[src/rtl/tmr_pkg.sv]
package tmr_pkg;
   localparam int DW = 32;

   typedef enum logic [1:0] {
      MODE_WIDE  = 2'b00,
      MODE_SPLIT = 2'b01,
      MODE_WDOG  = 2'b10,
      MODE_CHAIN = 2'b11
   } tmr_mode_e;

   localparam logic [2:0] SEL_CTRL   = 3'd0;
   localparam logic [2:0] SEL_PRD_LO = 3'd1;
   localparam logic [2:0] SEL_PRD_HI = 3'd2;
   localparam logic [2:0] SEL_CNT_LO = 3'd3;
   localparam logic [2:0] SEL_CNT_HI = 3'd4;

   localparam int GATE_LO_BIT = 0;
   localparam int GATE_HI_BIT = 1;
   localparam int MODE_LSB    = 2;
   localparam int PPRD_LSB    = 8;
   localparam int PCNT_LSB    = 12;
endpackage

[src/rtl/tmr_regs.sv]
module tmr_regs
   import tmr_pkg::*;
#(
   parameter int CW = 32,
   parameter int PW = 4
) (
   input  logic          clk,
   input  logic          rst_n,
   input  logic          wr_en,
   input  logic [2:0]    wr_sel,
   input  logic [DW-1:0] wr_data,
   input  logic          wdog_active,
   output logic          rs_lo,
   output logic          rs_hi,
   output tmr_mode_e     mode,
   output logic [PW-1:0] psc_prd,
   output logic          psc_ld,
   output logic [PW-1:0] psc_ld_val,
   output logic [CW-1:0] prd_lo,
   output logic [CW-1:0] prd_hi
);
   logic ctrl_wr;
   logic unused_wr;

   assign ctrl_wr    = wr_en && (wr_sel == SEL_CTRL);
   assign psc_ld     = ctrl_wr;
   assign psc_ld_val = wr_data[PCNT_LSB +: PW];
   assign unused_wr  = ^wr_data;

   always_ff @(posedge clk or negedge rst_n) begin
      if (!rst_n) begin
         rs_lo   <= 1'b0;
         rs_hi   <= 1'b0;
         mode    <= MODE_WIDE;
         psc_prd <= '0;
         prd_lo  <= '0;
         prd_hi  <= '0;
      end else if (wr_en) begin
         if (wr_sel == SEL_CTRL) begin
            mode    <= tmr_mode_e'(wr_data[MODE_LSB +: 2]);
            psc_prd <= wr_data[PPRD_LSB +: PW];
            if (!wdog_active) begin
               rs_lo <= wr_data[GATE_LO_BIT];
               rs_hi <= wr_data[GATE_HI_BIT];
            end
         end
         if (wr_sel == SEL_PRD_LO) prd_lo <= wr_data[CW-1:0];
         if (wr_sel == SEL_PRD_HI) prd_hi <= wr_data[CW-1:0];
      end
   end
endmodule

[src/rtl/tmr_psc.sv]
module tmr_psc #(
   parameter int PW = 4
) (
   input  logic          clk,
   input  logic          rst_n,
   input  logic          ld,
   input  logic [PW-1:0] ld_val,
   input  logic          run,
   input  logic          split,
   input  logic [PW-1:0] prd,
   output logic [PW-1:0] cnt,
   output logic          pend
);
   logic hit;
   assign hit = (cnt == prd);

   always_ff @(posedge clk or negedge rst_n) begin
      if (!rst_n) begin
         cnt  <= '0;
         pend <= 1'b0;
      end else begin
         if (ld)       cnt <= ld_val;
         else if (run) cnt <= hit ? '0 : cnt + PW'(1);
         if (!split)   pend <= 1'b0;
         else if (run) pend <= hit;
      end
   end
endmodule

[src/rtl/tmr_half.sv]
module tmr_half #(
   parameter int CW = 32
) (
   input  logic          clk,
   input  logic          rst_n,
   input  logic          inc,
   input  logic          clr,
   output logic [CW-1:0] cnt
);
   always_ff @(posedge clk or negedge rst_n) begin
      if (!rst_n)   cnt <= '0;
      else if (clr) cnt <= '0;
      else if (inc) cnt <= cnt + CW'(1);
   end
endmodule

[src/rtl/tmr_dual.sv]
module tmr_dual
   import tmr_pkg::*;
#(
   parameter int CW = 32,
   parameter int PW = 4
) (
   input  logic          clk,
   input  logic          rst_n,
   input  logic          tick_en,
   input  logic          wdog_active,
   input  logic [1:0]    lo_run,
   input  logic [1:0]    hi_run,
   input  logic          wr_en,
   input  logic [2:0]    wr_sel,
   input  logic [31:0]   wr_data,
   input  logic [2:0]    rd_sel,
   output logic [31:0]   rd_data,
   output logic          lo_stat,
   output logic          hi_stat,
   output logic          out_en
);
   localparam int NH  = 2;
   localparam int PAD = 4 - PW;

   if (CW < 2 || CW > DW) begin : g_bad_cw
      $error("tmr_dual: CW must lie in 2..32");
   end
   if (PW < 1 || PW > 4) begin : g_bad_pw
      $error("tmr_dual: PW must lie in 1..4");
   end

   logic            rs_lo, rs_hi;
   tmr_mode_e       mode;
   logic [PW-1:0]   psc_prd, psc_ld_val, psc_cnt;
   logic            psc_ld, psc_pend, psc_run;
   logic [CW-1:0]   prd_lo, prd_hi;
   logic [CW-1:0]   cnt_q [NH];
   logic [CW-1:0]   cnt_lo, cnt_hi;
   logic [NH-1:0]   inc_v, clr_v;
   logic            set_lo, set_hi, fin_lo, fin_hi;
   logic            done_lo, done_hi;
   logic            lo_stat_q, hi_stat_q;
   logic            lo_on, hi_on, lo_hit, hi_hit, wide_hit;

   tmr_regs #(.CW(CW), .PW(PW)) u_regs (
      .clk(clk), .rst_n(rst_n), .wr_en(wr_en), .wr_sel(wr_sel),
      .wr_data(wr_data), .wdog_active(wdog_active),
      .rs_lo(rs_lo), .rs_hi(rs_hi), .mode(mode), .psc_prd(psc_prd),
      .psc_ld(psc_ld), .psc_ld_val(psc_ld_val),
      .prd_lo(prd_lo), .prd_hi(prd_hi)
   );

   tmr_psc #(.PW(PW)) u_psc (
      .clk(clk), .rst_n(rst_n), .ld(psc_ld), .ld_val(psc_ld_val),
      .run(psc_run), .split(mode == MODE_SPLIT), .prd(psc_prd),
      .cnt(psc_cnt), .pend(psc_pend)
   );

   for (genvar h = 0; h < NH; h++) begin : g_half
      tmr_half #(.CW(CW)) u_half (
         .clk(clk), .rst_n(rst_n), .inc(inc_v[h]), .clr(clr_v[h]),
         .cnt(cnt_q[h])
      );
   end

   assign cnt_lo   = cnt_q[0];
   assign cnt_hi   = cnt_q[1];
   assign lo_on    = (lo_run != 2'b00);
   assign hi_on    = (hi_run != 2'b00);
   assign lo_hit   = (cnt_lo == prd_lo);
   assign hi_hit   = (cnt_hi == prd_hi);
   assign wide_hit = ({cnt_hi, cnt_lo} == {prd_hi, prd_lo});

   always_comb begin
      inc_v   = '0;
      clr_v   = '0;
      set_lo  = 1'b0;
      set_hi  = 1'b0;
      fin_lo  = 1'b0;
      fin_hi  = 1'b0;
      psc_run = 1'b0;
      case (mode)
         MODE_SPLIT: begin
            if (tick_en && rs_lo && lo_on && !done_lo) begin
               if (lo_hit) begin
                  set_lo = 1'b1;
                  if (lo_run[1]) clr_v[0] = 1'b1;
                  else           fin_lo   = 1'b1;
               end else begin
                  inc_v[0] = 1'b1;
               end
            end
            psc_run = tick_en && rs_hi && hi_on && !done_hi;
            if (psc_run && psc_pend) begin
               if (hi_hit) begin
                  set_hi = 1'b1;
                  if (hi_run[1]) clr_v[1] = 1'b1;
                  else           fin_hi   = 1'b1;
               end else begin
                  inc_v[1] = 1'b1;
               end
            end
         end
         MODE_CHAIN: begin
            if (tick_en && rs_lo && rs_hi && hi_on && !done_hi) begin
               if (lo_hit) begin
                  clr_v[0] = 1'b1;
                  if (hi_hit) begin
                     set_hi = 1'b1;
                     if (hi_run[1]) clr_v[1] = 1'b1;
                     else           fin_hi   = 1'b1;
                  end else begin
                     inc_v[1] = 1'b1;
                  end
               end else begin
                  inc_v[0] = 1'b1;
               end
            end
         end
         default: begin
            if (tick_en && rs_lo && rs_hi && lo_on && !done_lo) begin
               if (wide_hit) begin
                  set_lo = 1'b1;
                  if (lo_run[1]) clr_v = '1;
                  else           fin_lo = 1'b1;
               end else begin
                  inc_v[0] = 1'b1;
                  inc_v[1] = &cnt_lo;
               end
            end
         end
      endcase
   end

   always_ff @(posedge clk or negedge rst_n) begin
      if (!rst_n) begin
         done_lo   <= 1'b0;
         done_hi   <= 1'b0;
         lo_stat_q <= 1'b0;
         hi_stat_q <= 1'b0;
      end else begin
         done_lo   <= !lo_on ? 1'b0 : (fin_lo | done_lo);
         done_hi   <= !hi_on ? 1'b0 : (fin_hi | done_hi);
         lo_stat_q <= !rs_lo ? 1'b0 : (tick_en ? set_lo : lo_stat_q);
         hi_stat_q <= !rs_hi ? 1'b0 : (tick_en ? set_hi : hi_stat_q);
      end
   end

   always_comb begin
      rd_data = '0;
      case (rd_sel)
         SEL_CTRL: begin
            rd_data[PCNT_LSB +: 4]  = {{PAD{1'b0}}, psc_cnt};
            rd_data[PPRD_LSB +: 4]  = {{PAD{1'b0}}, psc_prd};
            rd_data[MODE_LSB +: 2]  = mode;
            rd_data[GATE_HI_BIT]    = rs_hi;
            rd_data[GATE_LO_BIT]    = rs_lo;
         end
         SEL_PRD_LO: rd_data[CW-1:0] = prd_lo;
         SEL_PRD_HI: rd_data[CW-1:0] = prd_hi;
         SEL_CNT_LO: rd_data[CW-1:0] = cnt_lo;
         SEL_CNT_HI: rd_data[CW-1:0] = cnt_hi;
         default:    rd_data = '0;
      endcase
   end

   assign lo_stat = lo_stat_q;
   assign hi_stat = hi_stat_q;
   assign out_en  = rs_lo;
endmodule

[config.mk]
export PLATFORM = sky130hd
export DESIGN_NAME = tmr_dual
export DESIGN_NICKNAME = d
export VERILOG_FILES = /design/src/rtl/tmr_pkg.sv /design/src/rtl/tmr_regs.sv /design/src/rtl/tmr_psc.sv /design/src/rtl/tmr_half.sv /design/src/rtl/tmr_dual.sv
export SDC_FILE = /design/constraint.sdc
export NUM_CORES = 1
export LEC_CHECK = 0
export ABC_AREA = 1
export BUFFER_PORTS_ARGS = -buffer_cell sky130_fd_sc_hd__buf_2
export CORE_AREA = 8 8 163 165
export CTS_BUF_LIST = sky130_fd_sc_hd__clkbuf_16
export CTS_CLUSTER_SIZE = 28
export DETAILED_ROUTE_END_ITERATION = 8
export DIE_AREA = 0 0 171 173
export GPL_TIMING_DRIVEN = 0
export HOLD_SLACK_MARGIN = 0.06
export PLACE_DENSITY = 0.55
export SLEW_MARGIN = 20
export SYNTH_ARGS = -nofsm -noshare
export SYNTH_HDL_FRONTEND = slang
export SYNTH_SLANG_ARGS = --single-unit
[constraint.sdc]
create_clock -name clk -period 2.45 [get_ports clk]
set_input_delay 0.1225 -clock clk [delete_from_list [all_inputs] [get_ports clk]]
set_output_delay 0.1225 -clock clk [all_outputs]
set_load 0.02 [all_outputs]
# ---- After elaboration in Yosys (flattened, before gate mapping)
# Index checks and enable logic that the tools add are counted.
# Widths: inputs -> output; s select.
dict set report totals {
  reg_bits 145
  in_bits 47
}
dict set report op_classes {
  addsub 3
  n_eq_ne 15
  mux 63
  n_bitwise 3
  n_reduce_logical 27
}
# op count
set ops {}
lappend ops {{$mux 32} 4}
lappend ops {{$add 32x1->32 const B} 2}
lappend ops {{$eq 32x32->1} 2}
lappend ops {{$eq 64x64->1} 1}
lappend ops {{$pmux 16 s4} 1}
lappend ops {{$pmux 8 s5} 1}
lappend ops {{$mux 1} 38}
lappend ops {{$reduce_and 32->1} 1}
lappend ops {{$pmux 4 s5} 1}
lappend ops {{$mux 2} 8}
lappend ops {{$pmux 4 s4} 1}
lappend ops {{$logic_and 1x1->1} 13}
lappend ops {{$mux 4} 3}
lappend ops {{$reduce_bool 2->1} 5}
lappend ops {{$eq 3x2->1 const B} 3}
lappend ops {{$pmux 1 s2} 4}
lappend ops {{$pmux 2 s2} 2}
lappend ops {{$eq 3x1->1 const B} 2}
lappend ops {{$logic_not 3->1} 2}
lappend ops {{$ne 2x2->1 const B} 3}
lappend ops {{$reduce_and 2->1} 3}
lappend ops {{$add 4x1->4 const B} 1}
lappend ops {{$eq 4x4->1} 1}
lappend ops {{$eq 3x3->1 const B} 1}
lappend ops {{other kinds (6)} 8}

# ---- Depth between registers and ports, before layout
# Gate-level depths: netlist (run 1).
dict set report logic_depth {
  ltp_word 8
  ltp_mapped 17
  mapped_depth_nobuf 16
}

# ---- By module
# From an unflattened synthesis (run 1), not the netlist that was laid out.
dict set report hier_totals {
  hier_cells 1402
  area_unflattened_um2 9392.8
}
# module n_inst cells_per_inst area_per_inst_um2 seq_area_each_um2
set modules_own_cells {}
lappend modules_own_cells {tmr_regs 1 326 2917.8 1801.7}
lappend modules_own_cells {tmr_dual 1 486 2399.8 100.1}
lappend modules_own_cells {{tmr_half at g_half[0].u_half} 1 273 1889.3 800.8}
lappend modules_own_cells {{tmr_half at g_half[1].u_half} 1 265 1835.5 800.8}
lappend modules_own_cells {tmr_psc 1 52 350.3 125.1}

# ---- Worst setup path before layout (run 1)
# Ideal clock, no wire load.
dict set report synth_timing {
  path_kind {reg-to-reg}
  start {reg g_half[0].u_half.cnt[0]}
  end {reg g_half[1].u_half.cnt[19]}
  setup_time_ps 119
  arrival_ps 1821
  t_required_ps 2331
  slack_ps 510
  path_stages_with_launch 15
  n_path_buf 2
  path_cell_list {dfrtp_1 > ha_1 > nand2_1 > nor3_4 > nand3_2 > nor2_2 > nand3_2 > nor2_2 > nand3_2 > nand2_2 > buf_6 > buf_6 > nand3_1 > nand2_1 > nor2_1}
}
dict set report synth_between {
  elab_chain_cells 5
  elab_cells_between_ends 15
  cone_classes {eq/ne (2); mux (11); reduce/logical (2)}
}
# element line
set synth_lines {}
lappend synth_lines {{start, declared} tmr_half.sv:8} ;# output logic [CW-1:0] cnt
lappend synth_lines {{start signal, assigned} tmr_half.sv:13} ;# else if (inc) cnt <= cnt + CW'(1);
lappend synth_lines {{$eq 64x64->1 (tied with other cells)} tmr_dual.sv:72} ;# assign wide_hit = ({cnt_hi, cnt_lo} == {prd_hi, prd_lo});
lappend synth_lines {{$mux 2 (tied with other cells)} tmr_dual.sv:122} ;# if (wide_hit) begin
lappend synth_lines {{$mux 2, on equally long branches} {tmr_dual.sv:121, tmr_dual.sv:105}}
lappend synth_lines {{$pmux 2 s2} tmr_dual.sv:82} ;# case (mode)
lappend synth_lines {{$mux 32 or $reduce_bool 2->1 (tied branches)} -}
lappend synth_lines {{end signal, assigned} tmr_half.sv:13}
lappend synth_lines {{end, declared} tmr_half.sv:8}
# Several ways; a longest one is shown, not always the timed one.
# A chain may end at the register's enable or synchronous reset.

# ---- Worst setup path in the final report (run 1)
dict set report layout_timing {
  start {reg g_half[0].u_half.cnt[0]}
  end {reg g_half[1].u_half.cnt[21]}
}
# Same word-level chain as after synthesis.

==> results of run 1 <==
## state kept, by name, summed over array words and instances (netlist names)
| signal | cells |
|---|---|
| g_half.u_half.cnt | 64 |
| u_regs.prd_hi | 32 |
| u_regs.prd_lo | 32 |
| u_psc.cnt | 4 |
| u_regs.psc_prd | 4 |
| u_regs.mode | 2 |
| done_hi | 1 |
| done_lo | 1 |
| hi_stat | 1 |
| lo_stat | 1 |
| u_psc.pend | 1 |
| u_regs.rs_hi | 1 |
| u_regs.rs_lo | 1 |
## power by group through the flow
stage	Combinational (mW)	Clock [mW]	Sequential [mW]
2_1_floorplan	1.06	0	2.93
3_3_place_gp	1.49	0	3.06
3_5_place_dp	1.52	0	3.06
4_1_cts	1.59	2.56	3.02
5_1_grt	1.88	2.65	3.06
6_report	1.66	2.53	3.03
## worst max-delay path, delay by kind of cell (launching register included)
kind	cells	cell delay (ns)
buffers and inverters	2	0.37
flip-flops	1	0.45
AND/OR/NAND/NOR	13	1.43
## cell usage after synthesis (all sizes together)
master,number
o22ai,28
nor3b,1
nand4,19
nand3b,1
o221ai,4
xor2,16
nand3,84
a221oi,14
nor4,10
inv,227
a21oi,41
o211ai,1
a221o,11
nand2,480
nor3,31
a31o,1
or2,1
xnor2,12
ha,3
dfrtp,145
o41ai,1
o2111ai,1
buf,19
clkbuf,30
nor2,165
o21ai,100
a22oi,1
## routing by layer
metal	track usage	vias up	wire length (um)
met5	0	-	0
met4	0.07974	0	838
met3	0.03917	56	2391
met2	0.3694	370	15750
met1	0.3282	4773	16100
li1	-	4913	-
## timing repair
action,CTS,global route
setup endpoints to repair,62,79
hold buffers,41,0
resized for setup,18,70
pin swaps,1,5
setup buffers,1,14
endpoints found under the hold margin,139,0
## layout make-up
type                            instances  area [um^2]  share of cell area
Clock buffer                           17        425.4             0.03670
Timing Repair Buffer                  138        965.9             0.08332
Buffer                                 49        269.0             0.02321
Multi-Input combinational cell       1026         4881              0.4210
Tap cell                              324        405.4             0.03497
Inverter                              227        857.1             0.07393
Clock inverter                         15        126.4             0.01090
Sequential cell                       145         3662              0.3159
## logic make-up after synthesis
group                      Yosys count  share of synthesized area
and+or+nand+nor                    792                     0.3459
adders and majority gates            3                   0.003968
DFF                                145                     0.3835
AOI/OAI and AO/OA                  203                     0.1258
xor gates and xnor gates            28                    0.02592
buffers and inverters              276                     0.1149
## final timing paths
| kind | endpoint | cells after the start |
|---|---|---|
| setup / recovery | g_half[1].u_half.cnt[21] | 15 |
| hold / removal | done_lo | 6 |
| setup reg to reg | g_half[1].u_half.cnt[21] | 15 |
| hold reg to reg | u_regs.prd_hi[6] | 2 |
| max in group asynchronous | g_half[0].u_half.cnt[1] | 3 |
| min in group asynchronous | g_half[1].u_half.cnt[27] | 2 |
## cell usage in the layout (no fill, tap or decap), types with 26 or more instances in the layout
cell type and n:
a21oi_1 41, buf_2 88, clkbuf_1 26, dfrtp_1 118, dfrtp_2 27, dlygate4sd3_1 41
inv_1 206, nand2_1 469, nand3_1 79, nor2_1 151, o21ai_0 100, o22ai_1 28
==> impl_metrics.py, run 1 <==
metrics = {
    "run_status": {
        "status": "complete, no violations",
    },
    "synth": {
        "syn_avg_cell_area_um2": 6.538,
        "seq_area_frac_synth": 0.3835,
        "synth_area_leaders": "dfrtp_1, nand2_1, inv_1",
        "ys_types": 37,
        "synth-seq-cells": 145,
        "syn_area_um2": 9460,
        "ys.warnings.count": 0,
        "syn_nets": 1497,
        "synth_cells": 1447,
        "synth_largest_area_cell": "dfrtp_1",
        "synthDominantCellAreaShare": 0.3835,
    },
    "final_layout": {
        "final_core_util": 0.4838,
        "post_layout_nonfiller_instances": 1941,
        "final_cell_area_um2": 11590,
        "nNetsFinal": 1654,
        "insertedDiodeCount": 0,
        "syn_to_final_growth_pct": 22.54,
        "drive_above_1_share": 0.1478,
        "fill_cells": 2540,
    },
    "timing": {
        "setup_ws_ns": 0.1002,
        "fmaxAchievable_mhz": 425.6,
        "skew_ns": 0.01290,
        "min_period_over_period": 0.9591,
        "post-route-min-period_ns": 2.350,
        "setup_tns_ns": 0,
        "hold_viol": 0,
        "max_slew_margin": 0.5001,
        "tightest_slew_ns": 0.7442,
        "drv_slew": 0,
        "whs_ns": 0.1168,
        "finalSetupViolCount": 0,
    },
    "route": {
        "vias_per_cell": 5.210,
        "via_count": 10110,
        "drt-total-wl_mm": 35.08,
        "drt_iter0_drc": 928,
        "drc": 0,
        "first_pass_iters": 6,
        "post_drt_wl_per_cell_um": 18.07,
        "drtAntennaViolNets": 0,
    },
    "clocking": {
        "insertion_delay_ns": 0.44,
        "cts_max_path_buffers": 2,
        "clock-sinks": 145,
        "cts_tree": "built",
        "cts_root_buffer": "clkbuf_16",
        "htreeDepth": 4,
        "numCtsBuffers": 17,
        "clkTransAtPathRegs_ns": 0.07,
    },
    "pwr": {
        "clockPowerShare": 0.350,
        "p_switching_mw": 2.606,
        "power.density_nw_per_um2": 622.6,
        "switching_share": 0.3610,
        "p_int_mw": 4.612,
        "p_total_mw": 7.218,
        "seqPwrFrac": 0.420,
        "p_comb_frac": 0.230,
        "irDropWorstVdd_uv": 458.2,
        "leakagePower_nw": 5.864,
    },
    "global_route": {
        "grt_usage": 0.2374,
        "grt_overflow": 0,
        "grt_pass1_vias": 9573,
        "antenna_found_initial": 0,
        "grt_pass1_wl_mm": 54.10,
        "grt_max_degree": 85,
    },
    "placed_design": {
        "place_area_um2": 10310,
        "numPortBuffers": 81,
        "globalplace.congestion": 0.9376,
        "dpl_worst_slack_ns": -0.3684,
        "dp_hpwl_mm": 26.55,
        "place_inst": 1853,
    },
    "worst_hold_path": {
        "hold_path_startpoint": "lo_run[1]",
        "hold_class": "input port to register",
    },
    "floorplan": {
        "rows": 57,
        "die_y_um": 173,
        "io_pins": 82,
        "die_area_um2": 29580,
        "initial_core_util": 0.3948,
        "core_um2": 23960,
        "die_x_um": 171,
    },
    "flow_run": {
        "drv_cap": 0,
    },
    "critical_path": {
        "worstSetupPathType": "register to register",
        "path_max_fanout": 10,
        "crit_path_cell_trace": "inv_2, nand2_1, nand2_1, nand2_1, nor2_1, nand2_1, nor2_4, nand3_1, nand2_1, nand2_1, nand2_2, nand3_2, clkbuf_4, nand2_1, nor2_1",
        "end_kind": "register",
        "worst_ep_arrival_time_ns": 2.68,
        "critPathLaunch": "g_half[0].u_half.cnt[0]",
        "cp_slowest_cell": "dfrtp_2",
        "crit_path_frequent_cell": "nand2_1",
        "r2r_slack_ns": 0.10,
        "worstSetupStartpointType": "register",
        "crit_required_ns": 2.78,
        "max_stage_delay_ns": 0.45,
        "r2r_start": "g_half[0].u_half.cnt[0]",
    },
}
Power figures use the tool's default switching activity.
==> run 2, diff against run 1 <==
--- a/config.mk
+++ b/config.mk
@@ -14,8 +14,8 @@
 export DIE_AREA = 0 0 171 173
 export GPL_TIMING_DRIVEN = 0
 export HOLD_SLACK_MARGIN = 0.06
-export PLACE_DENSITY = 0.55
-export SLEW_MARGIN = 20
+export PLACE_DENSITY = 0.57
+export SLEW_MARGIN = 5
 export SYNTH_ARGS = -nofsm -noshare
 export SYNTH_HDL_FRONTEND = slang
 export SYNTH_SLANG_ARGS = --single-unit
==> constraint.sdc (replaced) <==
create_clock -name clk -period 1.9 [get_ports clk]
set_input_delay 0.095 -clock clk [delete_from_list [all_inputs] [get_ports clk]]
set_output_delay 0.095 -clock clk [all_outputs]
set_load 0.02 [all_outputs]
==> impl_metrics.py, run 2 (synthesized netlist as in run 1, its figures left out) <==
metrics = {
    "timing": {
        "post-route-min-period_ns": 2.263,
        "finalSetupViolCount": 65,
        "skew_ns": 0.01204,
        "fmaxAchievable_mhz": 441.9,
        "drv_slew": 0,
        "tightest_slew_ns": 0.7146,
        "grt_setup_unrepaired": "true",
        "setup_tns_ns": -19.93,
        "max_slew_margin": 0.5236,
        "whs_ns": 0.1546,
        "setup_ws_ns": -0.3629,
        "min_period_over_period": 1.191,
        "hold_viol": 0,
    },
    "clocking": {
        "clock-sinks": 145,
        "htreeDepth": 4,
        "insertion_delay_ns": 0.44,
        "cts_tree": "built",
        "cts_max_path_buffers": 2,
        "cts_root_buffer": "clkbuf_16",
        "clkTransAtPathRegs_ns": 0.07,
        "numCtsBuffers": 17,
    },
    "final_layout": {
        "seqCellArea_um2": 3679,
        "multi_input_area_um2": 5380,
        "reg_top3": "g_half.u_half.cnt: 64 flops, u_regs.prd_hi: 32 flops, u_regs.prd_lo: 32 flops",
        "syn_to_final_growth_pct": 35.31,
        "final_common_cell": "nand2_1",
        "largest_reg_flops": 64,
        "fill_cells": 2338,
        "final_cell_mix": "nand2_1, inv_1, nor2_1",
        "drive_above_1_share": 0.2609,
        "nNetsFinal": 1704,
        "regMostFlops": "g_half.u_half.cnt",
        "final_cell_area_um2": 12800,
        "post_layout_nonfiller_instances": 1991,
        "final_core_util": 0.5342,
        "insertedDiodeCount": 0,
    },
    "placed_design": {
        "place_inst": 1853,
        "numPortBuffers": 81,
        "dpl_worst_slack_ns": -0.8725,
        "place_area_um2": 10310,
        "globalplace.congestion": 0.9431,
        "dp_hpwl_mm": 26.26,
    },
    "critical_path": {
        "path_max_fanout": 10,
        "worstSetupPathType": "register to register",
        "end_kind": "register",
        "worst_ep_arrival_time_ns": 2.59,
        "worstSetupStartpointType": "register",
        "crit_required_ns": 2.23,
    },
    "global_route": {
        "grt_overflow": 0,
        "grt_pass1_wl_mm": 55.48,
        "grt_usage": 0.2420,
        "grt_pass1_vias": 9877,
        "antenna_found_initial": 1,
        "grt_max_degree": 85,
    },
    "floorplan": {
        "core_um2": 23960,
        "io_pins": 82,
        "initial_core_util": 0.3948,
        "die_x_um": 171,
        "die_y_um": 173,
        "die_area_um2": 29580,
        "rows": 57,
    },
    "route": {
        "post_drt_wl_per_cell_um": 18.16,
        "drt_iter0_drc": 1043,
        "drt-total-wl_mm": 36.15,
        "first_pass_iters": 8,
        "via_count": 10500,
        "drc": 0,
        "vias_per_cell": 5.273,
        "drtAntennaViolNets": 0,
    },
    "worst_hold_path": {
        "hold_class": "input port to register",
    },
    "pwr": {
        "irDropWorstVdd_uv": 603.7,
        "p_total_mw": 9.926,
        "power.density_nw_per_um2": 775.4,
        "leakagePower_nw": 6.401,
    },
    "flow_run": {
        "drv_cap": 0,
    },
    "run_status": {
        "status": "complete, but fails checks",
        "violations": "negative setup slack",
    },
}
## run 2: changes by cell type in the layout (fill, tap and decap cells not counted), sizes merged
| cell | delta |
|---|---|
| buf | +49 |
| inv | -2 |
| bufinv | +2 |
| dlygate4sd3 | +1 |
## run 2: where the power goes
part | switching, mW | internal (mW) | leakage, nW
sequential | 0.503 | 3.43 | 1.85
clock | 1.57 | 1.97 | 0.281
combinational | 1.45 | 0.999 | 4.27
total | 3.52 | 6.40 | 6.40
## run 2: path summary, 6_finish.rpt
path	slack, ns	startpoint	cells after the start	to
setup / recovery	-0.36	g_half[1].u_half.cnt[26]	12	g_half[1].u_half.cnt[6]
max in group asynchronous	0.81	rst_n	3	g_half[1].u_half.cnt[9]
hold / removal	0.15	wr_sel[2]	5	u_regs.rs_hi
setup reg to reg	-0.36	g_half[1].u_half.cnt[26]	12	g_half[1].u_half.cnt[6]
min in group asynchronous	0.26	rst_n	2	g_half[1].u_half.cnt[27]
hold reg to reg	0.51	u_regs.prd_hi[6]	2	u_regs.prd_hi[6]
## run 2: critical path, stage by stage, from the launching register on
cell and delay, ns:
dfrtp_2 0.44, xor2_1 0.15, nor2_1 0.14, nand2_1 0.11, nor2_2 0.17, nand2_2 0.08, nor2_4 0.21, nand4_1 0.20
nand2_4 0.18, nand3_4 0.15, clkbuf_16 0.20, nand2_1 0.06, nor2_1 0.05
## run 2: what timing repair did
item / in CTS / in global routing
cloned: 2 / 3
pin swaps: 29 / 39
buffers inserted: 29 / 33
hold buffers: 42 / 0
endpoints found under the setup margin: 97 / 98
hold endpoints to repair: 164 / 0
gates resized for setup: 165 / 161
## run 2: layout make-up
class                      count  area share
inverter                     227     0.06871
tap                          324     0.03167
clock inverter                15     0.01359
buffer                        48     0.03040
clock buffer                  17     0.03323
sequential                   145      0.2874
timing repair buffer         189      0.1147
multi-input combinational   1026      0.4203
## run 2: per-layer routing
layer,GRT usage,part of all wire
met5,0,0.00028
met2,0.3753,0.45
met4,0.08083,0.031
met3,0.04600,0.072
met1,0.3320,0.44
==> run 3, diff against run 2 <==
--- a/config.mk
+++ b/config.mk
@@ -7,11 +7,11 @@
 export LEC_CHECK = 0
 export ABC_AREA = 1
 export BUFFER_PORTS_ARGS = -buffer_cell sky130_fd_sc_hd__buf_2
-export CORE_AREA = 8 8 163 165
+export CORE_AREA = 8 8 147 183
 export CTS_BUF_LIST = sky130_fd_sc_hd__clkbuf_16
 export CTS_CLUSTER_SIZE = 28
 export DETAILED_ROUTE_END_ITERATION = 8
-export DIE_AREA = 0 0 171 173
+export DIE_AREA = 0 0 155 191
 export GPL_TIMING_DRIVEN = 0
 export HOLD_SLACK_MARGIN = 0.06
 export PLACE_DENSITY = 0.57
==> impl_metrics.py, run 3 (synthesized netlist as in run 1, its figures left out) <==
metrics = {
    "timing": {
        "post-route-min-period_ns": 2.305,
        "finalSetupViolCount": 65,
        "setup_ws_ns": -0.4055,
        "setup_tns_ns": -20.85,
        "fmaxAchievable_mhz": 433.7,
        "hold_viol": 0,
        "min_period_over_period": 1.213,
        "drv_slew": 0,
        "skew_ns": 0.01990,
        "tightest_slew_ns": 0.6269,
        "max_slew_margin": 0.5820,
        "whs_ns": 0.07334,
        "grt_setup_unrepaired": "true",
    },
    "final_layout": {
        "largest_reg_flops": 64,
        "regMostFlops": "g_half.u_half.cnt",
        "drive_above_1_share": 0.1923,
        "insertedDiodeCount": 0,
        "nNetsFinal": 1675,
        "reg_top3": "g_half.u_half.cnt: 64 flops, u_regs.prd_hi: 32 flops, u_regs.prd_lo: 32 flops",
        "final_cell_area_um2": 12180,
        "final_common_cell": "nand2_1",
        "final_cell_mix": "nand2_1, inv_1, nor2_1",
        "syn_to_final_growth_pct": 28.75,
    },
    "pwr": {
        "p_total_mw": 9.618,
        "seqPwrFrac": 0.406,
        "clockPowerShare": 0.363,
        "p_int_mw": 6.371,
        "switching_share": 0.3376,
        "power.density_nw_per_um2": 789.6,
        "p_comb_frac": 0.231,
        "p_switching_mw": 3.247,
        "irDropWorstVdd_uv": 616.0,
        "leakagePower_nw": 6.179,
    },
    "route": {
        "post_drt_wl_per_cell_um": 17.99,
        "drtAntennaViolNets": 0,
        "vias_per_cell": 5.190,
        "via_count": 10210,
        "first_pass_iters": 5,
        "drc": 0,
        "drt-total-wl_mm": 35.40,
        "drt_iter0_drc": 628,
    },
    "global_route": {
        "grt_max_degree": 109,
        "grt_pass1_wl_mm": 54.81,
        "antenna_found_initial": 0,
        "grt_pass1_vias": 9803,
        "grt_overflow": 0,
        "grt_usage": 0.2417,
    },
    "critical_path": {
        "r2r_cells": 14,
        "worst_ep_arrival_time_ns": 2.63,
        "worstSetupStartpointType": "register",
        "worstSetupPathType": "register to register",
        "end_kind": "register",
        "crit_required_ns": 2.22,
        "path_max_fanout": 6,
    },
    "floorplan": {
        "die_x_um": 155,
        "core_um2": 24100,
        "die_y_um": 191,
        "initial_core_util": 0.3925,
        "die_area_um2": 29610,
        "rows": 64,
        "io_pins": 82,
    },
    "run_status": {
        "violations": "negative setup slack",
        "status": "complete, but fails checks",
    },
    "flow_run": {
        "drv_cap": 0,
    },
    "clocking": {
        "clkTransAtPathRegs_ns": 0.07,
        "htreeDepth": 4,
        "clock-sinks": 145,
        "cts_tree": "built",
        "cts_max_path_buffers": 2,
        "numCtsBuffers": 17,
        "insertion_delay_ns": 0.44,
        "cts_root_buffer": "clkbuf_16",
    },
    "placed_design": {
        "globalplace.congestion": 0.9521,
        "place_area_um2": 10320,
        "dpl_worst_slack_ns": -0.9169,
        "numPortBuffers": 81,
        "dp_hpwl_mm": 26.57,
    },
    "worst_hold_path": {
        "hold_class": "input port to register",
        "hold_path_depth": 6,
    },
}
==> run 3: cell count changes in the layout (fill, tap and decap cells not counted), moves of 7 or more <==
| cell | previous run | this run |
|---|---|---|
| nand3_2 | 13 | 4 |
| nand3_1 | 67 | 77 |
| nor2_1 | 127 | 142 |
| dfrtp_1 | 105 | 122 |
| buf_4 | 56 | 36 |
| o21ai_0 | 84 | 91 |
| nor2_2 | 25 | 15 |
| nand2_2 | 43 | 12 |
| dfrtp_2 | 40 | 23 |
| nand2_1 | 424 | 459 |
==> run 3: final cells by class <==
type / count / area, um^2
clock buffers: 17 / 425.4
multi-input cells: 1026 / 5101
repair buffers: 159 / 1199
well taps: 330 / 412.9
fillers: 2424 / 11920
plain buffers: 49 / 350.3
inverters: 227 / 864.6
clock inverters: 15 / 170.2
flip-flops and latches: 145 / 3657
==> run 3: final timing paths <==
check	startpoint	end	slack [ns]
worst max-delay path	g_half[0].u_half.cnt[11]	g_half[1].u_half.cnt[26]	-0.41
max in group asynchronous	rst_n	g_half[1].u_half.cnt[24]	0.84
min in group asynchronous	rst_n	g_half[0].u_half.cnt[11]	0.12
worst max register to register	g_half[0].u_half.cnt[11]	g_half[1].u_half.cnt[26]	-0.41
worst min-delay path	lo_run[1]	done_lo	0.07
worst min register to register	lo_stat	lo_stat	0.51
==> run 3: through the flow <==
| step | util | std cells |
|---|---|---|
| 6_report | 0.5053 | 1968 |
| 5_1_grt | 0.5053 | 1968 |
| 4_1_cts | 0.4947 | 1955 |
| 3_5_place_dp | 0.4282 | 1859 |
| 3_3_place_gp | 0.4267 | 1858 |
| 2_1_floorplan | - | 1447 |
==> run 3: critical path, cell delays in order (launching register included) <==
cell       delay, ns
dfrtp_1         0.40
buf_4           0.13
nand2_2         0.07
nor3_4          0.27
nand3_2         0.13
nor2_2          0.16
nand3_2         0.12
nor2_4          0.17
nand3_4         0.12
nand2_4         0.14
buf_8           0.15
clkbuf_16       0.15
nand3_1         0.06
nand2_1         0.07
nor2_1          0.04
==> run 3: power by group through the flow <==
stage	clock, mW	sequential, mW	combinational [mW]
2_1_floorplan	0	3.78	1.36
3_3_place_gp	0	3.93	1.93
3_5_place_dp	0	3.94	1.96
4_1_cts	3.55	3.89	2.21
5_1_grt	3.64	3.95	2.52
6_report	3.50	3.90	2.22
==> run 3: layer usage <==
metal  track usage  routed length [um]
met4        0.1125                1387
met2        0.4145               17470
met1        0.2989               14650
met3       0.02827                1894
met5             0                   0
==> run 3: repair_timing <==
item	CTS	global route
setup buffers	21	12
hold endpoints to repair	225	0
gates resized for setup	132	65
pin swaps	25	6
hold buffers	41	0
endpoints found under the setup margin	98	83
cloned	2	1
